File: config.mk
export PLATFORM = sky130hd
export DESIGN_NAME = cbc_counter
export DESIGN_NICKNAME = d
export VERILOG_FILES = /design/src/rtl/cbc_pkg.sv /design/src/rtl/cbc_mode_decode.sv /design/src/rtl/cbc_next_value.sv /design/src/rtl/cbc_carry.sv /design/src/rtl/cbc_counter.sv
export SDC_FILE = /design/constraint.sdc
export NUM_CORES = 1
export LEC_CHECK = 0
export BUFFER_PORTS_ARGS = -buffer_cell sky130_fd_sc_hd__buf_2
export CORE_AREA = 10 10 47 49
export DETAILED_ROUTE_END_ITERATION = 12
export DIE_AREA = 0 0 57 59
export GPL_TIMING_DRIVEN = 0
export PLACE_DENSITY_LB_ADDON = 0.1
export SLEW_MARGIN = 20
export SYNTH_ARGS = -nofsm -noshare
export SYNTH_HDL_FRONTEND = slang
export SYNTH_HIERARCHICAL = 1
export SYNTH_SLANG_ARGS = --single-unit
File: constraint.sdc
create_clock -name clk -period 2.3 [get_ports clk]
set_input_delay 0.46 -clock clk [delete_from_list [all_inputs] [get_ports clk]]
set_output_delay 0.46 -clock clk [all_outputs]
set_load 0.01 [all_outputs]
File: src/rtl/cbc_pkg.sv
// Package: shared mode type for the cascadable counter.
// Assumes nothing beyond SystemVerilog 2017 enums.
package cbc_pkg;
    typedef enum logic [1:0] {
        MODE_CLEAR = 2'd0,
        MODE_LOAD  = 2'd1,
        MODE_COUNT = 2'd2,
        MODE_HOLD  = 2'd3
    } mode_e;
endpackage

File: src/rtl/cbc_mode_decode.sv
// Module: resolves the control pins into one operating mode using the fixed
// priority clear > load > count > hold. Assumes active-low clear and load.
module cbc_mode_decode
    import cbc_pkg::*;
(
    input  logic  clr_n,
    input  logic  load_n,
    input  logic  cnt_en,
    input  logic  carry_en,
    output mode_e mode
);
    // Priority encoder over the control inputs.
    always_comb begin
        if (!clr_n)                   mode = MODE_CLEAR;
        else if (!load_n)             mode = MODE_LOAD;
        else if (cnt_en && carry_en)  mode = MODE_COUNT;
        else                          mode = MODE_HOLD;
    end
endmodule

File: src/rtl/cbc_next_value.sv
// Module: computes the value the register takes at the next edge for the
// given mode. Assumes the increment wraps modulo 2**WIDTH.
module cbc_next_value
    import cbc_pkg::*;
#(
    parameter int WIDTH = 4
) (
    input  mode_e             mode,
    input  logic [WIDTH-1:0]  cur,
    input  logic [WIDTH-1:0]  din,
    output logic [WIDTH-1:0]  nxt
);
    localparam logic [WIDTH-1:0] STEP = WIDTH'(1);

    // Select between zero, the load value, the increment and the held value.
    always_comb begin
        unique case (mode)
            MODE_CLEAR: nxt = '0;
            MODE_LOAD:  nxt = din;
            MODE_COUNT: nxt = cur + STEP;
            default:    nxt = cur;
        endcase
    end
endmodule

File: src/rtl/cbc_carry.sv
// Module: combinational terminal-count detector. It builds an AND chain over
// the count bits, seeded with the carry enable. Assumes no register on the path.
module cbc_carry #(
    parameter int WIDTH = 4
) (
    input  logic [WIDTH-1:0] cur,
    input  logic             carry_en,
    output logic             carry_out
);
    logic [WIDTH:0] chain;

    assign chain[0] = carry_en;

    // One AND stage per count bit.
    for (genvar i = 0; i < WIDTH; i++) begin : g_and
        assign chain[i+1] = chain[i] & cur[i];
    end

    assign carry_out = chain[WIDTH];
endmodule

File: src/rtl/cbc_counter.sv
// Module: cascadable presettable up-counter. The clear is asynchronous; load
// and count act on the rising clock edge. Assumes all stages of a chain share
// clk, and that each higher stage takes the carry of the stage below it on
// carry_en.
module cbc_counter
    import cbc_pkg::*;
#(
    parameter int WIDTH = 4
) (
    input  logic             clk,
    input  logic             clr_n,
    input  logic             load_n,
    input  logic [WIDTH-1:0] din,
    input  logic             cnt_en,
    input  logic             carry_en,
    output logic [WIDTH-1:0] q,
    output logic             carry_out
);
    mode_e            mode;
    logic [WIDTH-1:0] cnt_r;
    logic [WIDTH-1:0] cnt_nxt;

    cbc_mode_decode u_dec (
        .clr_n    (clr_n),
        .load_n   (load_n),
        .cnt_en   (cnt_en),
        .carry_en (carry_en),
        .mode     (mode)
    );

    cbc_next_value #(.WIDTH(WIDTH)) u_nxt (
        .mode (mode),
        .cur  (cnt_r),
        .din  (din),
        .nxt  (cnt_nxt)
    );

    // Count register; the clear acts without waiting for a clock edge.
    always_ff @(posedge clk or negedge clr_n) begin
        if (!clr_n) cnt_r <= '0;
        else        cnt_r <= cnt_nxt;
    end

    cbc_carry #(.WIDTH(WIDTH)) u_carry (
        .cur       (cnt_r),
        .carry_en  (carry_en),
        .carry_out (carry_out)
    );

    assign q = cnt_r;
endmodule

==> flow_metrics.tcl, run 1 <==
set metrics [dict create \
    outcome "complete, no violations" \
    viasPerCell 4.41 \
    insertion_delay_ns 0.23 \
    grt_max_degree 9 \
    drv_slew 0 \
    antenna_found_initial 0 \
    grt_first_pass_wirelength_mm 1.35 \
    syn_inst 29 \
    maxCapViolCount 0 \
    dp_cells 58 \
    netlist_area_um2 289 \
    hold_slack_ns 0.0404 \
    synth-edff-count 0 \
    r2r-end "q[1]" \
    drive_above_1_share_pct 46.7 \
    period_minus_slack_ns 1.44 \
    cp-end-kind "output pin" \
    drt-total-wl_um 808 \
    synthArstFlopShare_pct 100 \
    irDropWorstVdd_uv 192 \
    seq_area_frac_synth_pct 34.6 \
    reg2regPathDepth 3 \
    cp_num_buf_inv 1 \
    cts_buffers 3 \
    vias 269 \
    dr.pass1.iters 3 \
    std_cell_rows 14 \
    timing.rr.start "q[0]" \
    finalSetupTns_ns 0 \
    path_max_fanout 5 \
    crit_chain "nand3_1 -> nor2_1 -> buf_2" \
    crit_slowest_cell "dfrtp_1" \
    cts_tree "built" \
    critPathArrivalTime_ns 0.98 \
    grt_overflow_total 0 \
    skew_ns 0.00165 \
    synth_warnings 6 \
    ant_nets 0 \
    synthToLayoutAreaGrowth_pct 37.2 \
    clkSinkCount 4 \
    reg2reg_slack_ns 0.96 \
    rsz0062_at_grt "false" \
    initial_core_util_pct 20.6 \
    slew_headroom_pct 86.8 \
    place_congestion 0.643 \
    cts-root-buf "clkbuf_4" \
    crit_type "reg2out" \
    fin_crit_sh_pct 62.7 \
    synth_flop_cell "dfrtp_1" \
    antenna_cells 0 \
    die_area_um2 3360 \
    hold_path_class "in2async" \
    hold_buffers 0 \
    layout.nets 57 \
    drc 0 \
    clk_pin_slew_ns 0.04 \
    hold_viol 0 \
    die_h_um 59 \
    synth_nets 39 \
    grt_use_total_pct 5.50 \
    grt_pass1_vias 299 \
    die_x_um 57 \
    largest_reg_flops 4 \
    port_buffers 13 \
    fillers 168 \
    core_um2 1400 \
    setup_viol 0 \
    cp.required_ns 1.84 \
    routedWlPerCell_um 13.2 \
    worst_pin_slew_ns 0.198 \
    cts_buffer_depth 2 \
    max_freq_ghz 0.694 \
    start_kind "register" \
    avgSynthCellArea_um2 9.97 \
    dpl.hpwl_um 673 \
    ys_types 18 \
    final_cell_count_no_fill 61 \
    powerDensity_nw_per_um2 579 \
    htree_levels 1 \
    synth_seq_cells 4 \
    cts-resized-gates 0 \
    cpLargestDelayFamily "flip-flops" \
    slowest_delay_ns 0.43 \
    drt_iter0_markers 4 \
    io_pins 14 \
    cts_setup_buffers 0 \
    p_leak_nw 0.199 \
]
[area by class of cell]
type,instances,area (µm²),area share (%)
inverter,1,3.75,0.946
buffer,2,22.5,5.68
timing repair buffer,13,65.1,16.4
multi-input combinational,22,163,41.0
clock buffer,3,22.5,5.68
tap,16,20.0,5.05
sequential,4,100,25.2
[how the worst max path moves through the flow]
stage / from / to / slack [ns] / cells past startpoint
6_report: q[0] / carry_out / 0.86 / 3
4_1_cts: q[0] / carry_out / 0.83 / 3
3_5_place_dp: clr_n / q[1] / 0.64 / 6
2_1_floorplan: clr_n / q[1] / 0.90 / 5
5_1_grt: q[0] / carry_out / 0.71 / 3
3_3_place_gp: clr_n / q[1] / 0.68 / 6
[layout by cell type, fill, tap and decap left out]
master / count
nand3_1: 3
ha_1: 1
clkbuf_4: 3
nor2b_1: 1
buf_6: 2
dfrtp_1: 4
mux2_4: 1
buf_2: 13
inv_1: 1
mux2i_1: 1
mux2_2: 1
a22o_1: 3
and2_2: 1
nand2_1: 3
mux2_1: 1
nor2_1: 2
o211ai_1: 1
nand2b_1: 1
xnor2_1: 1
a31oi_1: 1
[Yosys cell counts, types with 2 or more instances]
| cell | instances | share of area, % |
|---|---|---|
| nand2_1 | 3 | 3.9 |
| buf_6 | 2 | 7.8 |
| a22o_1 | 3 | 9.1 |
| nor2_1 | 2 | 2.6 |
| dfrtp_1 | 4 | 35 |
| nand3_1 | 3 | 5.2 |
[power breakdown]
part	internal (W)	leakage, nW	switching (W)
sequential	0.0000777	0.0516	0.00000950
clock	0.0000583	0.0138	0.0000278
combinational	0.0000323	0.134	0.0000240
[metrics by stage]
step	worst slack (ns)	instance area, µm²	util, %	total power [W]
6_report	0.858	397	28.3	0.000230
2_1_floorplan	0.903	289	-	0.000123
5_1_grt	0.707	397	28.3	0.000254
3_5_place_dp	0.639	374	26.7	0.000146
3_3_place_gp	0.677	374	26.7	0.000144
4_1_cts	0.826	397	28.3	0.000237
[cell families after synthesis]
family / Yosys count / synth area share (%)
AOI/OAI and AO/OA: 5 / 13.9
and+or+nand+nor: 11 / 18.6
buffers and inverters: 3 / 9.09
DFF: 4 / 34.6
xor gates and xnor gates: 1 / 3.03
adders and majority gates: 1 / 4.33
muxes: 4 / 16.4
[per-layer routing]
layer,vias to the layer above,track usage [%],share of wire (%),wire length [µm]
li1,136,-,-,-
met1,123,5.25,42,342
met2,10,7.60,45,367
met3,0,4.08,12,99
met4,0,5.03,0,0
met5,-,0,0,0
Note: power is estimated with default switching activity, not from simulation.
==> inputs of run 2 (changes only) <==
--- a/config.mk
+++ b/config.mk
@@ -5,6 +5,7 @@
 export SDC_FILE = /design/constraint.sdc
 export NUM_CORES = 1
 export LEC_CHECK = 0
+export ABC_AREA = 1
 export BUFFER_PORTS_ARGS = -buffer_cell sky130_fd_sc_hd__buf_2
 export CORE_AREA = 10 10 47 49
 export DETAILED_ROUTE_END_ITERATION = 12
==> constraint.sdc (replaced) <==
create_clock -name clk -period 1.3 [get_ports clk]
set_input_delay 0.26 -clock clk [delete_from_list [all_inputs] [get_ports clk]]
set_output_delay 0.26 -clock clk [all_outputs]
set_load 0.01 [all_outputs]
==> run 2 against run 1 <==
  * Cell count rose by 25%
  * Setup slack got worse by 0.76 ns
  * Largest cell class unchanged
  * Clock power rose by 81%
  * Register-to-register slack worse by 0.86 ns
  * Core utilization increased by 1.7 points
  * Clock skew is essentially flat
  * Die area unchanged
  * Combinational power grew 59%
  * Worst hold slack better by 0.24 ns
  * Largest power group unchanged
==> flow_metrics.tcl, run 2 <==
set metrics [dict create \
    outcome "complete, no violations" \
    crit_type "reg2reg" \
    layout_common_cells "16 x nand3_1, 13 x buf_2, 9 x nand2_1, 5 x inv_1" \
    routedWlPerCell_um 10.8 \
    p_switching_w 0.000116 \
    clkSinkCount 4 \
    timing.rr.start "q[0]" \
    power.share.combinational_pct 22.4 \
    synth_nets 51 \
    fillers 164 \
    drt-total-wl_um 818 \
    cp_common_cell "nand3_1" \
    core_um2 1400 \
    synth_top_area_share_pct 35.2 \
    dr.pass1.iters 4 \
    max_freq_ghz 0.832 \
    drv_slew 0 \
    io_pins 14 \
    cp-end-kind "register" \
    die_area_um2 3360 \
    cts_buffers 3 \
    p_clk_share_pct 38.8 \
    antenna_cells 0 \
    insertion_delay_ns 0.24 \
    yosysTopAreaCell "dfrtp_1" \
    powerDensity_nw_per_um2 954 \
    fin_crit_sh_pct 92.5 \
    drive_above_1_share_pct 41.7 \
    synth-edff-count 0 \
    grt_max_degree 10 \
    intPower_w 0.000285 \
    dpl.hpwl_um 658 \
    min_from "din[2]" \
    place_congestion 0.698 \
    grt_pass1_vias 320 \
    synthToLayoutAreaGrowth_pct 48.0 \
    crit_slowest_cell "dfrtp_2" \
    switching_share_pct 28.9 \
    ys_types 11 \
    initial_core_util_pct 20.3 \
    cp-startpoint "q[0]" \
    antenna_found_initial 0 \
    syn_inst 41 \
    worst_pin_slew_ns 0.191 \
    die_h_um 59 \
    synthTopCellsByArea "dfrtp_1 35%, nand3_1 28%, nand2_1 12%, inv_1 6.6%, ha_1 4.4%" \
    htree_levels 1 \
    period_minus_slack_ns 1.20 \
    cp_num_buf_inv 0 \
    synth_warnings 6 \
    drc 0 \
    cp.required_ns 1.41 \
    netlist_area_um2 284 \
    slew_headroom_pct 87.2 \
    path_max_fanout 7 \
    synth_commonest_cells "16 x nand3_1, 9 x nand2_1, 5 x inv_1" \
    cts_buffer_depth 2 \
    grt_overflow_total 0 \
    hold_viol 0 \
    die_x_um 57 \
    cpLargestDelayFamily "flip-flops" \
    rsz0062_at_grt "false" \
    port_buffers 13 \
    finalSetupTns_ns 0 \
    clk_pin_slew_ns 0.04 \
    critPathArrivalTime_ns 1.32 \
    setup_viol 0 \
    start_kind "register" \
    seqPwrFrac_pct 38.8 \
    final_area_um2 420 \
    viasPerCell 4.17 \
    grt_first_pass_wirelength_mm 1.38 \
    drt_iter0_markers 8 \
    seq_area_frac_synth_pct 35.2 \
    p_leak_nw 0.232 \
    crit_chain "ha_1 -> or2_2 -> nand3_1 -> nand3_1" \
    yosysMostFrequentCell "nand3_1" \
    cts-root-buf "clkbuf_4" \
    final_common_cell "nand3_1" \
    grt_use_total_pct 5.38 \
    irDropWorstVdd_uv 204 \
    largest_reg_flops 4 \
    std_cell_rows 14 \
    hold_path_class "in2reg" \
    vias 317 \
    cts_tree "built" \
    skew_ns 0.00171 \
    synth_seq_cells 4 \
    placed_area_um2 369 \
    layout.nets 72 \
    maxCapViolCount 0 \
    synth_flop_cell "dfrtp_1" \
    ant_nets 0 \
    avgSynthCellArea_um2 6.93 \
    slowest_delay_ns 0.44 \
    synthArstFlopShare_pct 100 \
]
## run 2: cell count changes after synthesis, moves of 2 or more
cell,delta
buf_6,-2
nand3_1,+13
a22o_1,-3
nand2_1,+6
inv_1,+4
## run 2: cell families (layout without fill, tap and decap cells)
kind of cell | Yosys count | after routing | share of synthesized area [%]
adder cells (fa/ha/maj) | 1 | 1 | 4.40
buffers and inverters | 7 | 26 | 10.6
flip-flops | 4 | 4 | 35.2
AND/OR/NAND/NOR | 29 | 29 | 49.8
## run 2: worst paths after layout
kind                             end  slack (ns)  cells past startpoint
worst max-delay path            q[2]         0.1                      4
worst min register to register  q[1]        0.60                      2
worst min-delay path            q[2]        0.28                      3
worst max register to register  q[2]         0.1                      4
max in group asynchronous       q[0]        0.70                      2
min in group asynchronous       q[3]        0.42                      2
## run 2: timing repair
action,CTS,global route
setup buffers,0,2
endpoints found under the hold margin,4,0
hold buffers,1,0
gates resized for setup,0,3
endpoints found under the setup margin,0,2
## run 2: per-stage QoR
stage / setup WS, ns / utilization (%) / std cells / power, W / hold slack (ns)
final: 0.0978 / 30.0 / 76 / 0.000401 / 0.282
after global placement: 0.0715 / 26.3 / 70 / 0.000239 / 0.0875
after detailed placement: 0.0630 / 26.3 / 70 / 0.000238 / 0.0856
after CTS: 0.0315 / 28.7 / 74 / 0.000407 / 0.273
after global routing: 0.00687 / 30.0 / 76 / 0.000431 / 0.294
after floorplan: 0.107 / - / 41 / 0.000199 / -0.0356
## run 2: area by class of cell
| class | instances | area (µm²) | area share, % |
|---|---|---|---|
| clock buffer | 3 | 22.5 | 5.36 |
| multi-input combinational | 30 | 154 | 36.6 |
| inverter | 6 | 22.5 | 5.36 |
| buffer | 1 | 7.51 | 1.79 |
| tap | 16 | 20.0 | 4.76 |
| sequential | 4 | 104 | 24.7 |
| timing repair buffer | 16 | 90.1 | 21.4 |
## run 2: routing by layer
layer	track usage (%)	part of all wire, %	vias to the layer above
li1	-	-	174
met1	6.24	46	131
met2	6.20	42	12
met3	2.36	11	0
met4	7.05	0	0
met5	0	0	-
## run 2: worst reg2reg max path, cell delays in order (launching register included)
cell,delay [ns]
dfrtp_2,0.44
ha_1,0.22
or2_2,0.29
nand3_1,0.07
nand3_1,0.07
## run 2: power by group through the flow
stage	logic (W)	registers [W]	clock network [W]
after floorplan	0.0000405	0.000159	0
after global placement	0.0000818	0.000158	0
after detailed placement	0.0000806	0.000157	0
after CTS	0.0000834	0.000155	0.000169
after global routing	0.000102	0.000160	0.000169
final	0.0000897	0.000156	0.000156
